### config.mk
export PLATFORM = sky130hd
export DESIGN_NAME = pcm_stereo_rx
export DESIGN_NICKNAME = d
export VERILOG_FILES = /design/src/rtl/pcm_rx_pkg.sv /design/src/rtl/pcm_rx_frame_sync.sv /design/src/rtl/pcm_rx_slot_counter.sv /design/src/rtl/pcm_rx_word_assembler.sv /design/src/rtl/pcm_stereo_rx.sv
export SDC_FILE = /design/constraint.sdc
export NUM_CORES = 1
export LEC_CHECK = 0
export BUFFER_PORTS_ARGS = -buffer_cell sky130_fd_sc_hd__buf_4
export CAP_MARGIN = 20
export CORE_MARGIN = 5
export CORE_UTILIZATION = 59
export DETAILED_ROUTE_END_ITERATION = 16
export HOLD_SLACK_MARGIN = 0.08
export PLACE_DENSITY = 0.9
export SYNTH_ARGS = -nofsm -noshare
export SYNTH_HDL_FRONTEND = slang
export SYNTH_SLANG_ARGS = --single-unit
### constraint.sdc
create_clock -name bclk_i -period 6.3 [get_ports bclk_i]
set_clock_uncertainty 0.1 [all_clocks]
set_input_delay 0.315 -clock bclk_i [delete_from_list [all_inputs] [get_ports bclk_i]]
set_output_delay 0.315 -clock bclk_i [all_outputs]
set_load 0.02 [all_outputs]
### src/rtl/pcm_rx_pkg.sv
package pcm_rx_pkg;

  typedef enum logic [1:0] {
    FMT_WS_DELAYED = 2'd0,
    FMT_RIGHT_JUST = 2'd1,
    FMT_PULSE_LATE = 2'd2,
    FMT_PULSE_EARLY = 2'd3
  } fmt_e;

  function automatic int unsigned word_bits(input logic [1:0] code);
    case (code)
      2'd0:    return 16;
      2'd1:    return 20;
      2'd2:    return 24;
      default: return 32;
    endcase
  endfunction

endpackage

### src/rtl/pcm_rx_frame_sync.sv
module pcm_rx_frame_sync (
  input  logic clk,
  input  logic rst_n,
  input  logic ws_i,
  input  logic pulse_mode_i,
  input  logic err_clr_i,
  output logic ws_prev_o,
  output logic ws_edge_o,
  output logic ws_rise_o,
  output logic pulse_err_o
);

  logic ws_q;
  logic ws_q2;
  logic err_q;
  logic err_d;
  logic short_low;

  always_comb begin
    ws_edge_o = ws_i ^ ws_q;
    ws_rise_o = ws_i & ~ws_q;
    ws_prev_o = ws_q;
    // rise seen with only one low sample before it
    short_low = ws_rise_o & ws_q2;
    err_d = err_q;
    if (err_clr_i) err_d = 1'b0;
    if (pulse_mode_i && short_low) err_d = 1'b1;
  end

  always_ff @(posedge clk or negedge rst_n) begin
    if (!rst_n) begin
      ws_q  <= 1'b0;
      ws_q2 <= 1'b0;
      err_q <= 1'b0;
    end else begin
      ws_q  <= ws_i;
      ws_q2 <= ws_q;
      err_q <= err_d;
    end
  end

  assign pulse_err_o = err_q;

  p_err_sticky_r7: assert property (@(posedge clk) disable iff (!rst_n)
    (pulse_err_o && !err_clr_i) |=> pulse_err_o);

  p_err_clear_r7: assert property (@(posedge clk) disable iff (!rst_n)
    (err_clr_i && !pulse_mode_i) |=> !pulse_err_o);

  p_err_pulse_only_r7: assert property (@(posedge clk) disable iff (!rst_n)
    (!pulse_mode_i && !pulse_err_o) |=> !pulse_err_o);

endmodule

### src/rtl/pcm_rx_slot_counter.sv
module pcm_rx_slot_counter
  import pcm_rx_pkg::*;
#(
  parameter int CNT_W = 6
) (
  input  logic             clk,
  input  logic             rst_n,
  input  fmt_e             fmt_i,
  input  logic [CNT_W-1:0] nbits_i,
  input  logic             ws_i,
  input  logic             ws_prev_i,
  input  logic             ws_edge_i,
  input  logic             ws_rise_i,
  output logic             done_o,
  output logic             chan_o,
  output logic             rj_win_o
);

  logic             arm_q, arm_d;
  logic             arm_ch_q, arm_ch_d;
  logic             busy_q, busy_d;
  logic             ch_q, ch_d;
  logic [CNT_W-1:0] cnt_q, cnt_d, cnt_inc;
  logic             is_ws, is_rj, is_pulse;
  logic             start_now, start_ch, last_bit;

  always_comb begin
    is_ws    = (fmt_i == FMT_WS_DELAYED);
    is_rj    = (fmt_i == FMT_RIGHT_JUST);
    is_pulse = (fmt_i == FMT_PULSE_LATE) || (fmt_i == FMT_PULSE_EARLY);

    // delayed formats: first bit lands one edge after the boundary
    arm_d    = (is_ws && ws_edge_i) || ((fmt_i == FMT_PULSE_LATE) && ws_rise_i);
    arm_ch_d = is_ws & ws_i;

    start_now = arm_q || ((fmt_i == FMT_PULSE_EARLY) && ws_rise_i);
    start_ch  = arm_q ? arm_ch_q : 1'b0;

    cnt_inc  = cnt_q + 1'b1;
    last_bit = busy_q && (cnt_inc == nbits_i);

    busy_d = busy_q;
    cnt_d  = cnt_q;
    ch_d   = ch_q;
    if (is_rj) begin
      busy_d = 1'b0;
    end else if (start_now) begin
      busy_d = 1'b1;
      cnt_d  = CNT_W'(1);
      ch_d   = start_ch;
    end else if (busy_q) begin
      if (last_bit) begin
        if (is_pulse && !ch_q) begin
          cnt_d = '0;
          ch_d  = 1'b1;
        end else begin
          busy_d = 1'b0;
        end
      end else begin
        cnt_d = cnt_inc;
      end
    end

    done_o   = is_rj ? ws_edge_i : last_bit;
    chan_o   = is_rj ? ws_prev_i : ch_q;
    rj_win_o = is_rj;
  end

  always_ff @(posedge clk or negedge rst_n) begin
    if (!rst_n) begin
      arm_q    <= 1'b0;
      arm_ch_q <= 1'b0;
      busy_q   <= 1'b0;
      ch_q     <= 1'b0;
      cnt_q    <= '0;
    end else begin
      arm_q    <= arm_d;
      arm_ch_q <= arm_ch_d;
      busy_q   <= busy_d;
      ch_q     <= ch_d;
      cnt_q    <= cnt_d;
    end
  end

  p_cnt_bound_r1: assert property (@(posedge clk) disable iff (!rst_n)
    busy_q |-> (cnt_q < nbits_i));

  p_pulse_left_first_r4: assert property (@(posedge clk) disable iff (!rst_n)
    (is_pulse && start_now) |=> (busy_q && !ch_q));

  p_rj_no_count_r3: assert property (@(posedge clk) disable iff (!rst_n)
    is_rj |=> !busy_q);

endmodule

### src/rtl/pcm_rx_word_assembler.sv
module pcm_rx_word_assembler #(
  parameter int OUT_W = 32,
  parameter int CNT_W = 6
) (
  input  logic             clk,
  input  logic             rst_n,
  input  logic             sd_i,
  input  logic [CNT_W-1:0] nbits_i,
  input  logic             done_i,
  input  logic             chan_i,
  input  logic             rj_win_i,
  output logic [OUT_W-1:0] left_o,
  output logic [OUT_W-1:0] right_o,
  output logic             valid_o
);

  logic [OUT_W-1:0] sh_q, sh_d;
  logic [OUT_W-1:0] hold_q, hold_d;
  logic [OUT_W-1:0] left_q, left_d;
  logic [OUT_W-1:0] right_q, right_d;
  logic             valid_q, valid_d;
  logic [OUT_W-1:0] win;
  logic [OUT_W-1:0] aligned;
  logic [CNT_W-1:0] pad;

  always_comb begin
    sh_d = {sh_q[OUT_W-2:0], sd_i};
    // right-justified takes the word before the current bit
    win     = rj_win_i ? sh_q : sh_d;
    pad     = CNT_W'(OUT_W) - nbits_i;
    aligned = win << pad;

    hold_d  = hold_q;
    left_d  = left_q;
    right_d = right_q;
    valid_d = 1'b0;
    if (done_i) begin
      if (!chan_i) begin
        hold_d = aligned;
      end else begin
        left_d  = hold_q;
        right_d = aligned;
        valid_d = 1'b1;
      end
    end
  end

  always_ff @(posedge clk or negedge rst_n) begin
    if (!rst_n) begin
      sh_q    <= '0;
      hold_q  <= '0;
      left_q  <= '0;
      right_q <= '0;
      valid_q <= 1'b0;
    end else begin
      sh_q    <= sh_d;
      hold_q  <= hold_d;
      left_q  <= left_d;
      right_q <= right_d;
      valid_q <= valid_d;
    end
  end

  assign left_o  = left_q;
  assign right_o = right_q;
  assign valid_o = valid_q;

  p_valid_pulse_r5: assert property (@(posedge clk) disable iff (!rst_n)
    valid_q |=> !valid_q);

  p_hold_r5: assert property (@(posedge clk) disable iff (!rst_n)
    !valid_q |-> ($stable(left_q) && $stable(right_q)));

  p_pad_zero_r1: assert property (@(posedge clk) disable iff (!rst_n)
    valid_q |-> ((right_q << nbits_i) == '0));

endmodule

### src/rtl/pcm_stereo_rx.sv
module pcm_stereo_rx
  import pcm_rx_pkg::*;
#(
  parameter int OUT_W       = 32,
  parameter int SYNC_STAGES = 2
) (
  input  logic             bclk_i,
  input  logic             rst_n_i,
  input  logic [1:0]       fmt_i,
  input  logic [1:0]       wlen_i,
  input  logic             ws_i,
  input  logic             sd_i,
  input  logic             err_clr_i,
  output logic [OUT_W-1:0] left_o,
  output logic [OUT_W-1:0] right_o,
  output logic             valid_o,
  output logic             pulse_err_o
);

  localparam int CNT_W = $clog2(OUT_W + 1);

  logic [SYNC_STAGES-1:0] rst_pipe;
  logic                   rst_n;
  fmt_e                   fmt;
  logic [CNT_W-1:0]       nbits;
  logic                   ws_prev, ws_edge, ws_rise;
  logic                   done, chan, rj_win;

  for (genvar s = 0; s < SYNC_STAGES; s++) begin : g_rst_sync
    if (s == 0) begin : g_first
      always_ff @(posedge bclk_i or negedge rst_n_i) begin
        if (!rst_n_i) rst_pipe[s] <= 1'b0;
        else          rst_pipe[s] <= 1'b1;
      end
    end else begin : g_next
      always_ff @(posedge bclk_i or negedge rst_n_i) begin
        if (!rst_n_i) rst_pipe[s] <= 1'b0;
        else          rst_pipe[s] <= rst_pipe[s-1];
      end
    end
  end

  assign rst_n = rst_pipe[SYNC_STAGES-1];
  assign fmt   = fmt_e'(fmt_i);
  assign nbits = CNT_W'(word_bits(wlen_i));

  pcm_rx_frame_sync i_frame_sync (
    .clk          (bclk_i),
    .rst_n        (rst_n),
    .ws_i         (ws_i),
    .pulse_mode_i (fmt_i[1]),
    .err_clr_i    (err_clr_i),
    .ws_prev_o    (ws_prev),
    .ws_edge_o    (ws_edge),
    .ws_rise_o    (ws_rise),
    .pulse_err_o  (pulse_err_o)
  );

  pcm_rx_slot_counter #(.CNT_W(CNT_W)) i_slot_counter (
    .clk       (bclk_i),
    .rst_n     (rst_n),
    .fmt_i     (fmt),
    .nbits_i   (nbits),
    .ws_i      (ws_i),
    .ws_prev_i (ws_prev),
    .ws_edge_i (ws_edge),
    .ws_rise_i (ws_rise),
    .done_o    (done),
    .chan_o    (chan),
    .rj_win_o  (rj_win)
  );

  pcm_rx_word_assembler #(.OUT_W(OUT_W), .CNT_W(CNT_W)) i_word_assembler (
    .clk      (bclk_i),
    .rst_n    (rst_n),
    .sd_i     (sd_i),
    .nbits_i  (nbits),
    .done_i   (done),
    .chan_i   (chan),
    .rj_win_i (rj_win),
    .left_o   (left_o),
    .right_o  (right_o),
    .valid_o  (valid_o)
  );

  p_reset_quiet_r8: assert property (@(posedge bclk_i) disable iff (!rst_n)
    $rose(rst_n) |-> (!valid_o && !pulse_err_o));

endmodule

**Word-level counts from Yosys, hierarchy flattened**

Cells that the tools add are included.

- Bits in registers: 144
- Latch bits: 0
- RAM bits: 0
- Bits in read-only memories: 0
- Input bits: 9
- Output and inout port bits: 66
- Word-level logic and storage cells: 74
- Memories kept: 0

- Add/subtract/negate cells: 2
- Multiply operators: 0
- Div/mod/pow operators: 0
- Magnitude comparators: 0
- Equal/unequal tests: 7
- Shift-type cells: 1
- Muxes and demuxes: 22
- Bitwise logic cells: 7
- Reduce and logical (&&, ||, !) cells: 20

Operators by type and width:

| cell | count |
|---|---|
| $mux 32 | 1 |
| $shl 32x6->32 | 1 |
| $mux 6 | 4 |
| $pmux 6 s3 | 1 |
| $mux 1 | 16 |
| $reduce_bool 2->1 | 4 |
| $add 6x1->6 const B | 1 |
| $eq 2x2->1 const B | 3 |
| $eq 6x6->1 | 1 |
| $logic_and 1x1->1 | 6 |
| $sub 6x6->6 const A | 1 |
| $eq 2x1->1 const B | 2 |
| $logic_not 2->1 | 2 |
| $reduce_and 2->1 | 2 |
| $reduce_and 4->1 | 1 |
| $and 1x1->1 | 3 |
| $logic_or 1x1->1 | 3 |
| $ne 3x2->1 const B | 1 |
| $not 1->1 | 3 |
| $reduce_and 3->1 | 1 |
| $logic_not 1->1 | 1 |
| $xor 1x1->1 | 1 |

**Longest topological paths before layout**

- Word-level depth: 8
- Gate-level depth with buffers: 11
- Mapped depth without buffers: 8

**Hierarchy**

Synthesis repeated with hierarchy kept, for this count alone.

- Cells, all modules: 842
- Area, all modules: 8351.8 sq um

Modules (own cells, without submodules):

| module | instances | cells an instance | area an instance (sq um) | seq. area each (sq um) |
|---|---|---|---|---|
| pcm_rx_word_assembler | 1 | 753 | 7454.6 | 3228.1 |
| pcm_rx_slot_counter | 1 | 72 | 700.7 | 250.2 |
| pcm_rx_frame_sync | 1 | 9 | 112.6 | 75.1 |
| pcm_stereo_rx | 1 | 8 | 83.8 | 50.0 |

**Least setup slack after synthesis**

OpenSTA, ideal clock, no wires.

- Path type: input -> register
- Start: in wlen_i[1]
- End: reg i_word_assembler.left_q[0] (netlist: i_word_assembler.left_o[0])
- Setup time: 125 ps
- Arrival: 2199 ps
- Data required time: 6075 ps
- Setup slack: 3876 ps
- Stages on the path: 11
- Buffers on the path: 3
- Cells stage by stage: inv_1 ha_1 buf_6 xnor3_1 and3_1 nand3_2 nor2_4 a31oi_4 buf_8 buf_12 mux2_4

- Word-level cells in the longest chain between the ends: 6
- Elaborated cells on any way between the ends: 8
- Classes of those cells: eq/ne: 3; mux: 2; reduce/logical: 3

RTL lines:

| item | line | source |
|---|---|---|
| from (decl) | pcm_stereo_rx.sv:10 | `input logic [1:0] wlen_i,` |
| $eq 2x2->1, or another cell as far along | pcm_rx_pkg.sv:11 | `case (code)` |
| $pmux 6 s3 * | pcm_rx_pkg.sv:11 |  |
| $eq 6x6->1 * | pcm_rx_slot_counter.sv:40 | `last_bit = busy_q && (cnt_inc == nbits_i);` |
| $logic_and 1x1->1 * | pcm_rx_slot_counter.sv:40 |  |
| $mux 1 * | pcm_rx_slot_counter.sv:64 | `done_o = is_rj ? ws_edge_i : last_bit;` |
| $reduce_and 2->1 (no source line) * | -- |  |
| to (signal assigned) | pcm_rx_word_assembler.sv:58 | `left_q <= left_d;` |
| to (decl) | pcm_rx_word_assembler.sv:19 | `logic [OUT_W-1:0] left_q, left_d;` |

Every way passes the cells marked *; elsewhere a longest branch is shown, timed or not.
A chain may end at the register's enable or synchronous reset.

**Final worst setup path**

- Start: in wlen_i[1]
- End: reg i_word_assembler.left_q[18] (netlist: i_word_assembler.left_o[18])

The elaborated chain is that of the path after synthesis.

==> results.txt <==
Max stage delay on crit path = 0.82 ns
Yosys reg bits = 144
Clk slew on worst S/H paths = 0.06 ns
Final non-filler cell total = 709
Row cnt = 39
Max_cap viols = 0
Avg WL per Cell = 20.1 um
Seq/Total Area, Yosys = 0.524
Worst Setup End Kind = register
PD cells = 429 mW/mm^2
Worst hold path class = in2async
Met3 usage = 0.0538
Seq pwr share = 0.400
First-pass GRT wire length = 23900 um
Status = completed
Clk network pwr share = 0.287
Sw frac = 0.314
Tot GR Track Use = 0.215
R2R Path Start = i_slot_counter.cnt_q[0]
Synth warnings = 0
Vias in the first global route = 4444
Synth Instances = 477
Yosys cell types = 51
Total nets after synthesis = 494
Grt met2 use = 0.359
Final core utilization = 0.710
Via total after detailed routing = 4191
Detail Route Antenna Nets = 0
Total wire length = 14300 um
# diodes = 0
Worst VDD drop = 360 uV
Dpl hpwl = 9710 um
CTS H-tree depth = 4
Die area = 0.0139 mm^2
Port Buffers = 74
Vias/cell = 5.91
First-pass DRT Iterations = 4
Core area = 0.0114 mm^2
Comb pwr share = 0.313
# IOs = 75
Count of clock tree sinks = 144
Tcrit/Tclk final = 0.531
Worst Max-Slew Pin Slew = 0.962 ns
Initial DRC count = 296
Pin count of the biggest net entering global routing = 74
Slew margin rel. = 0.359
CP cell instances = buf_4 > inv_1 > ha_2 > xnor3_1 > and3_1 > nand3_2 > nor2_4 > a31oi_4 > buf_12 > mux2_2
Post-route DRC = 0
WP data required = 6.50 ns
Fmax = 299 MHz
Remaining Overflow, GRT = 0
Slew Limit Fails = 0
Reg2reg end = i_word_assembler.left_o[18]
Clk root buf = clkbuf_16
Synth-to-layout area growth = 17.8%
Final WS setup = 2.96 ns
Post-DP Area = 0.00740 mm^2
Cell Count Post-Placement = 668
Most used routing layer = met2
Crit-path slowest cell = ha_2
Fin Setup TNS = 0 ns
P_leak = 4.12 nW
Die span in y = 118 um
Worst slack, placed = 2.40 ns
# nets final = 570
GR Util met1 = 0.274
Syn_area_per_cell = 14.4 um^2
Max clock buf depth = 2
Fin. Hold Viols = 0
Final setup viols = 0
CP startpoint kind = input port
TritonCTS Buffers = 17
Clock Latency Late Sink = 0.43 ns
RSZ-0062 raised after global routing = false
Minimum clock period = 3.34 ns
Design area = 0.00810 mm^2
WS Path Type = in2reg
Share of cells above drive strength 1 = 0.396
Synth Cell Area = 0.00688 mm^2
Starting Density = 0.602
Worst Path Arrival = 3.54 ns
NetSw = 0.00109 W
Placer Congestion = 0.869
PostCTS Resize Cnt = 0
CP Max Fanout = 57
Worst reg2reg path depth = 8
Initial antenna violation count = 0
Die width = 118 um
R2r setup slk = 3.27 ns
Internal power = 0.00238 W
CTS tree = built
==> flip-flops by register name (all words and copies together) (netlist names) <==
signal / cells
i_word_assembler.right_o: 32
rst_n: 1
i_frame_sync.pulse_err_o: 1
i_word_assembler.left_o: 32
i_word_assembler.sh_q: 32
i_slot_counter.busy_q: 1
i_slot_counter.ch_q: 1
i_slot_counter.arm_q: 1
i_slot_counter.arm_ch_q: 1
rst_pipe: 1
i_slot_counter.cnt_q: 6
i_frame_sync.ws_q2: 1
i_word_assembler.hold_q: 32
i_word_assembler.valid_o: 1
i_frame_sync.ws_prev_o: 1
==> cell type report <==
| class | count | area [um^2] |
|---|---|---|
| fill | 733 | 3320 |
| timing repair buffer | 86 | 701 |
| clock inverter | 11 | 139 |
| inverter | 21 | 78.8 |
| sequential | 144 | 3610 |
| tap | 143 | 179 |
| clock buffer | 21 | 450 |
| multi-input combinational | 283 | 2950 |
==> synthesized netlist by cell type, drive strengths merged <==
library cell	n	area, um^2
dfrtp	144	3600
mux2	94	1230
mux2i	53	531
buf	24	236
inv	21	78.8
nor2	17	71.3
mux4	16	368
o22ai	12	75.1
nand2	10	37.5
o21ai	10	50.0
a21oi	8	40.0
ha	8	100
nand3	8	45.0
a22oi	5	37.5
clkbuf	5	18.8
a31oi	4	61.3
nand2b	4	25.0
o22a	4	35.0
nand4	3	18.8
or4	3	22.5
xnor2	3	26.3
nor3	2	10.0
nor4	2	18.8
o21bai	2	15.0
o221ai	2	17.5
or3	2	12.5
a21bo	1	10.0
a21o	1	7.51
a311oi	1	8.76
and2	1	6.26
and3	1	6.26
conb	1	3.75
nand3b	1	7.51
nor2b	1	6.26
nor3b	1	7.51
o21ba	1	10.0
xnor3	1	22.5
==> metal layers <==
metal  part of all wire  vias up
met3              0.048       19
met1               0.42     2158
li1                   -     1891
met4              0.014        0
met5                  0        -
met2               0.52      123
==> worst max-delay path: cells and delay by family <==
| family | cells | cell delay (ns) |
|---|---|---|
| adders and majority gates | 1 | 0.82 |
| buffers and inverters | 3 | 0.58 |
| xor gates and xnor gates | 1 | 0.54 |
| AOI/OAI and AO/OA | 1 | 0.46 |
| muxes | 1 | 0.38 |
| and+or+nand+nor | 3 | 0.36 |
==> repair_timing <==
item                      CTS  global route
buffers inserted            0             0
hold buffers                7             0
hold endpoints to repair    7             0
==> layout by cell type (no fill, tap or decap), types with 2 or more instances in the layout <==
master,instances
clkinv_2,5
nand4_1,3
o21bai_1,2
mux4_1,2
clkinvlp_4,2
nand2b_1,3
a22oi_1,5
mux2_1,3
or3_1,2
nor2_1,16
mux2_2,46
nor3_1,2
o22ai_1,12
a21oi_1,8
inv_1,21
clkbuf_1,3
buf_12,3
mux2i_1,53
ha_1,7
xnor2_1,3
bufinv_16,3
a31oi_4,2
buf_4,76
o21ai_0,9
dlygate4sd3_1,7
o22a_1,4
nand2_1,10
dfrtp_1,143
mux4_2,14
nand3_1,7
or4_1,3
o221ai_1,2
mux2_4,45
clkbuf_16,17
==> power groups by stage <==
| stage | clock network [W] | logic [W] | registers, W |
|---|---|---|---|
| after global placement | 0 | 0.00105 | 0.00138 |
| final | 0.000998 | 0.00109 | 0.00139 |
| after detailed placement | 0 | 0.00108 | 0.00140 |
| after global routing | 0.00106 | 0.00116 | 0.00143 |
| after CTS | 0.00101 | 0.00110 | 0.00139 |
| after floorplan | 0 | 0.000538 | 0.00154 |
==> cell families (layout without fill, tap and decap cells) <==
logic type / Yosys count / in the layout / share of synthesized area
flops: 144 / 144 / 0.524
mux: 163 / 163 / 0.309
xor+xnor: 4 / 4 / 0.00709
simple gates: 56 / 56 / 0.0429
fa+ha+maj: 8 / 8 / 0.0146
compound gates: 51 / 51 / 0.0535
other cells: 1 / 1 / 0.000545
buf+inv: 50 / 139 / 0.0486
==> how the worst max path moves through the flow <==
stage,startpoint,end,cells past startpoint
floorplan,rst_n,i_frame_sync.pulse_err_o,0
global placement,wlen_i[1],i_word_assembler.hold_q[12],9
detailed placement,wlen_i[1],i_word_assembler.hold_q[24],9
CTS,wlen_i[1],i_word_assembler.hold_q[10],9
global route,wlen_i[1],i_word_assembler.left_o[18],10
finish,wlen_i[1],i_word_assembler.left_o[18],10
==> per-stage QoR <==
stage	hold slack, ns	power (W)
3_5_place_dp	-0.00160	0.00249
2_1_floorplan	-0.0806	0.00208
6_report	0.109	0.00347
3_3_place_gp	-0.00215	0.00243
4_1_cts	0.0908	0.00350
5_1_grt	0.121	0.00365
(Power assumes the default switching activity.)
